--- src/rtl/drum_pos_pkg.sv ---
package drum_pos_pkg;
  localparam int unsigned DEF_WORD_W   = 11;
  localparam int unsigned DEF_PERIOD_W = 24;
  localparam int unsigned DEF_PCELL    = 6;

  typedef enum logic [0:0] {
    LNCH_IDLE = 1'b0,
    LNCH_WAIT = 1'b1
  } lnch_state_e;
endpackage

--- src/rtl/drum_prescaler.sv ---
module drum_prescaler #(
  parameter int unsigned PERIOD_W = 24
) (
  input  logic                clk,
  input  logic                rst_n,
  input  logic [PERIOD_W-1:0] period_i,
  output logic                tick_o
);
  logic [PERIOD_W-1:0] cnt_q, cnt_d;
  logic [PERIOD_W-1:0] last_cnt;
  logic                tick;

  always_comb begin
    last_cnt = (period_i == '0) ? '0 : (period_i - PERIOD_W'(1));
    tick     = (cnt_q >= last_cnt);
    cnt_d    = tick ? '0 : (cnt_q + PERIOD_W'(1));
  end

  always_ff @(posedge clk or negedge rst_n) begin
    if (!rst_n) cnt_q <= '0;
    else        cnt_q <= cnt_d;
  end

  assign tick_o = tick;
endmodule

--- src/rtl/drum_position.sv ---
module drum_position #(
  parameter int unsigned WORD_W = 11
) (
  input  logic              clk,
  input  logic              rst_n,
  input  logic              adv_i,
  output logic [WORD_W-1:0] pos_o,
  output logic [WORD_W-1:0] pos_next_o
);
  logic [WORD_W-1:0] pos_q, pos_d;

  always_comb begin
    pos_d = pos_q;
    if (adv_i) pos_d = pos_q + WORD_W'(1);
  end

  always_ff @(posedge clk or negedge rst_n) begin
    if (!rst_n) pos_q <= '0;
    else        pos_q <= pos_d;
  end

  assign pos_o      = pos_q;
  assign pos_next_o = pos_d;
endmodule

--- src/rtl/drum_launch.sv ---
module drum_launch
  import drum_pos_pkg::*;
#(
  parameter int unsigned WORD_W = 11
) (
  input  logic              clk,
  input  logic              rst_n,
  input  logic              req_i,
  input  logic [WORD_W-1:0] target_i,
  input  logic [WORD_W-1:0] pos_next_i,
  input  logic              adv_i,
  output logic              start_o
);
  lnch_state_e       st_q, st_d;
  logic [WORD_W-1:0] slots_q, slots_d;
  logic              fire;

  always_comb begin
    fire    = (st_q == LNCH_WAIT) && (slots_q == '0);
    st_d    = st_q;
    slots_d = slots_q;
    if (fire) begin
      st_d = LNCH_IDLE;
    end else if ((st_q == LNCH_WAIT) && adv_i) begin
      slots_d = slots_q - WORD_W'(1);
    end
    if (req_i) begin
      st_d    = LNCH_WAIT;
      slots_d = target_i - pos_next_i;
    end
  end

  always_ff @(posedge clk or negedge rst_n) begin
    if (!rst_n) begin
      st_q    <= LNCH_IDLE;
      slots_q <= '0;
    end else begin
      st_q    <= st_d;
      slots_q <= slots_d;
    end
  end

  assign start_o = fire;
endmodule

--- src/rtl/drum_pos_timer.sv ---
module drum_pos_timer
  import drum_pos_pkg::*;
#(
  parameter int unsigned WORD_W     = DEF_WORD_W,
  parameter int unsigned PERIOD_W   = DEF_PERIOD_W,
  parameter int unsigned PCELL_SPAN = DEF_PCELL
) (
  input  logic                clk,
  input  logic                rst_n,
  input  logic [PERIOD_W-1:0] period_i,
  input  logic [WORD_W-1:0]   target_i,
  input  logic                start_req_i,
  output logic [WORD_W-1:0]   pos_o,
  output logic                pcell_o,
  output logic                match_o,
  output logic                start_o
);
  localparam logic [WORD_W-1:0] SPAN_V = WORD_W'(PCELL_SPAN);

  logic              tick;
  logic [WORD_W-1:0] pos;
  logic [WORD_W-1:0] pos_next;

  drum_prescaler #(.PERIOD_W(PERIOD_W)) u_presc (
    .clk      (clk),
    .rst_n    (rst_n),
    .period_i (period_i),
    .tick_o   (tick)
  );

  drum_position #(.WORD_W(WORD_W)) u_pos (
    .clk        (clk),
    .rst_n      (rst_n),
    .adv_i      (tick),
    .pos_o      (pos),
    .pos_next_o (pos_next)
  );

  drum_launch #(.WORD_W(WORD_W)) u_lnch (
    .clk        (clk),
    .rst_n      (rst_n),
    .req_i      (start_req_i),
    .target_i   (target_i),
    .pos_next_i (pos_next),
    .adv_i      (tick),
    .start_o    (start_o)
  );

  generate
    if (PCELL_SPAN == 0) begin : g_no_pcell
      assign pcell_o = 1'b0;
    end else begin : g_pcell
      assign pcell_o = (pos < SPAN_V);
    end
  endgenerate

  assign match_o = (pos == target_i);
  assign pos_o   = pos;
endmodule

--- config.mk ---
export PLATFORM = sky130hd
export DESIGN_NAME = drum_pos_timer
export DESIGN_NICKNAME = d
export VERILOG_FILES = /design/src/rtl/drum_pos_pkg.sv /design/src/rtl/drum_prescaler.sv /design/src/rtl/drum_position.sv /design/src/rtl/drum_launch.sv /design/src/rtl/drum_pos_timer.sv
export SDC_FILE = /design/constraint.sdc
export NUM_CORES = 1
export LEC_CHECK = 0
export BUFFER_PORTS_ARGS = -buffer_cell sky130_fd_sc_hd__buf_2
export CORE_UTILIZATION = 49
export CTS_CLUSTER_DIAMETER = 100
export DETAILED_ROUTE_END_ITERATION = 8
export PLACE_DENSITY = 0.69
export SETUP_SLACK_MARGIN = 0.1
export SLEW_MARGIN = 40
export SYNTH_ARGS = -nofsm -noshare
export SYNTH_HDL_FRONTEND = slang
export SYNTH_HIERARCHICAL = 1
export SYNTH_SLANG_ARGS = --single-unit
--- constraint.sdc ---
create_clock -name clk -period 8.3 [get_ports clk]
set_input_delay 1.245 -clock clk [delete_from_list [all_inputs] [get_ports clk]]
set_output_delay 1.245 -clock clk [all_outputs]
set_load 0.02 [all_outputs]
==> metrics.yaml <==
outcome: "completed"
clk_pin_slew_worst_paths_ns: 0.09
place_area_sq_mm: 0.004395
endpoint_kind: "flop"
avgSynthCellArea_sq_um: 8.766
cts_max_level: 2
drv_slew: 0
start_kind: "input pin"
synth-main-ff-cell: "dfrtp_1"
setup_ws_ns: 1.432
fin_tns_setup_ns: 0
cp_slowest_cell: "o311a_2"
cts_sinks: 47
ys_ff_latch: 47
cp.required_ns: 8.51
std_cell_rows: 32
fin_skew_ns: 0.007309
yosysSeqAreaShare_pct: 28.85
grt_max_degree: 48
wl_per_cell_um: 15.12
slowest_delay_ns: 0.59
crit_arrival_ns: 7.08
grt_usage_pct: 22.92
clock_path_buffers: 2
synthTopCellsByArea: "dfrtp_1 (29%), ha_1 (12%), xnor2_1 (9.2%)"
max_slew_margin_pct: 50.53
power.leakage_nw: 2.012
finalCritPeriodShare_pct: 82.75
hold_depth: 1
first_pass_iters: 4
cts_tree: "done"
drc: 0
ys_async_sr_fraction_pct: 100.0
die_area_sq_mm: 0.008688
dp.final_hpwl_um: 7254
synth_nets: 544
wl_um: 9314
synthesis.area_sq_mm: 0.004076
path_cells: "buf_2 -> or4_4 -> or3_1 -> nor4_4 -> nand2_2 -> a22oi_1 -> ha_1 -> nand4_1 -> nor4_1 -> o311a_2 -> or2_2 -> nand4_4 -> nor2_1 -> xor2_1 -> inv_1 -> ha_1 -> and2_1 -> a311o_1 -> o211ai_1 -> a21oi_1 -> a211o_1"
antenna_left: 0
antenna_cells: 0
initial_core_util_pct: 51.68
port_buffers: 51
clk_latency_ns: 0.31
cts_root_buf: "clkbuf_8"
cap_violations: 0
synth_top_area_share_pct: 28.85
synth_cells: 465
ios: 52
crit_type: "in -> reg"
final_area_sq_mm: 0.004493
reg2reg_to: "u_lnch/slots_q[10]"
pre_cts_slack_ns: 1.103
rsz0062_at_grt: "false"
gp_congestion: 0.9044
cts_buffers: 5
synth_edf_count: 0
hold_end: "u_presc/cnt_q[0]"
final_layout_size_suffix_gt1_share_pct: 15.37
antenna_found_initial: 0
post_cts_buffers: 0
worstHoldStart: "u_presc/cnt_q[0]"
worst_pin_slew_ns: 0.7352
timing.reg2reg.setup_slack_ns: 3.83
grt_pass1_vias: 3355
die_y_um: 93.21
whs_ns: 0.5531
hold_viol: 0
critPathMostFrequentCell: "ha_1"
vias: 3571
powerDensity_mw_per_mm2: 202.4
post_cts_resized: 0
yosys.cell_types.count: 60
drtIter0Drc: 126
die_w_um: 93.21
grt_first_pass_wirelength_um: 15820
crit_fanout: 25
grt-ovfl-total: 0
finalCriticalPeriod_ns: 6.868
r2r_cells: 15
via_per_inst: 5.797
hold_buffers: 0
finalSetupViolCount: 0
yosys.area.top_type: "dfrtp_1"
core_sq_mm: 0.007888
nets: 592
yosysWarningCount: 6
hold_class: "reg -> reg"
peakVddDrop_mv: 0.1669
fmax_mhz: 145.6
timing.rr.start: "u_presc/cnt_q[21]"
areaGrowthSynthToFinish_pct: 10.22
==> cells in the mapped netlist (4+ instances only) <==
cell type  count
xor2_1        30
nor4_1        13
buf_6          4
nor3_1        41
ha_1          40
dfrtp_1       47
or4_1          4
a21oi_1       17
o21ai_0        9
o211ai_1       5
nand4_1       16
nand3_1       13
nor2_1        29
clkbuf_1       6
nand2_1       49
or3_1          7
and3_1         7
xnor2_1       43
and4_1         4
inv_1         22
o21a_1         6
==> registers in the layout, indices dropped and copies added, names as in the netlist <==
| signal | count |
|---|---|
| u_lnch/st_q | 1 |
| u_presc/cnt_q | 24 |
| u_pos/pos_o | 11 |
| u_lnch/slots_q | 11 |
==> critical path: cells and delay by family <==
| kind | cells | cell delay, ns |
|---|---|---|
| simple gates | 10 | 3.14 |
| fa+ha+maj | 2 | 0.55 |
| compound gates | 6 | 1.76 |
| xor+xnor | 1 | 0.20 |
| buf+inv | 2 | 0.18 |
==> report_power, final <==
| part | internal [mW] | switching (mW) | total, mW |
|---|---|---|---|
| clock network | 0.0610 | 0.0853 | 0.146 |
| registers | 0.286 | 0.0896 | 0.375 |
| logic | 0.173 | 0.215 | 0.388 |
==> logic make-up after synthesis <==
family          after synthesis  share of synthesized area, %
flops                        47                         28.85
mux                           4                         1.013
xor+xnor                     73                         15.68
compound gates               61                         10.38
fa+ha+maj                    41                         12.77
simple gates                205                         27.35
buf+inv                      34                         3.959
==> cell type report <==
type	instances	area (sq um)
fillers	727	3395
multi-input cells	384	2746
flip-flops and latches	47	1176
repair buffers	52	265.3
well taps	102	127.6
inverters	23	86.33
clock buffers	5	68.82
clock inverters	3	22.52
==> stage by stage <==
step / util (%) / power (mW) / std cells
final: 56.96 / 0.9095 / 616
after global routing: 56.96 / 0.9852 / 616
after CTS: 56.88 / 0.9122 / 616
after detailed placement: 55.73 / 0.7628 / 608
after global placement: 55.68 / 0.7473 / 608
after floorplan: - / 0.6437 / 465
==> worst max path at each step <==
stage | start | to | cells after the start
2_1_floorplan | period_i[13] | u_lnch/slots_q[10] | 23
3_3_place_gp | period_i[13] | u_lnch/slots_q[10] | 21
3_5_place_dp | period_i[13] | u_lnch/slots_q[10] | 21
4_1_cts | period_i[13] | u_lnch/slots_q[10] | 21
5_1_grt | period_i[13] | u_lnch/slots_q[10] | 21
6_report | period_i[13] | u_lnch/slots_q[10] | 21
==> cell usage in the layout (no fill, tap or decap), types with 5 or more instances in the layout <==
cell,netlist,final
a21oi_1,17,17
and3_1,7,7
buf_2,0,50
clkbuf_8,0,5
dfrtp_1,47,47
ha_1,40,40
inv_1,22,22
nand2_1,49,49
nand3_1,13,13
nand4_1,16,16
nor2_1,29,29
nor3_1,41,41
nor4_1,13,12
o211ai_1,5,5
o21a_1,6,6
o21ai_0,9,9
or3_1,7,7
xnor2_1,43,43
xor2_1,30,30
==> per-layer routing <==
metal	global-route usage [%]	wire, um
met3	4.146	441
met4	3.974	90
met2	35.42	4056
met1	33.71	4725
met5	0	0
Power figures use the tool's default switching activity.
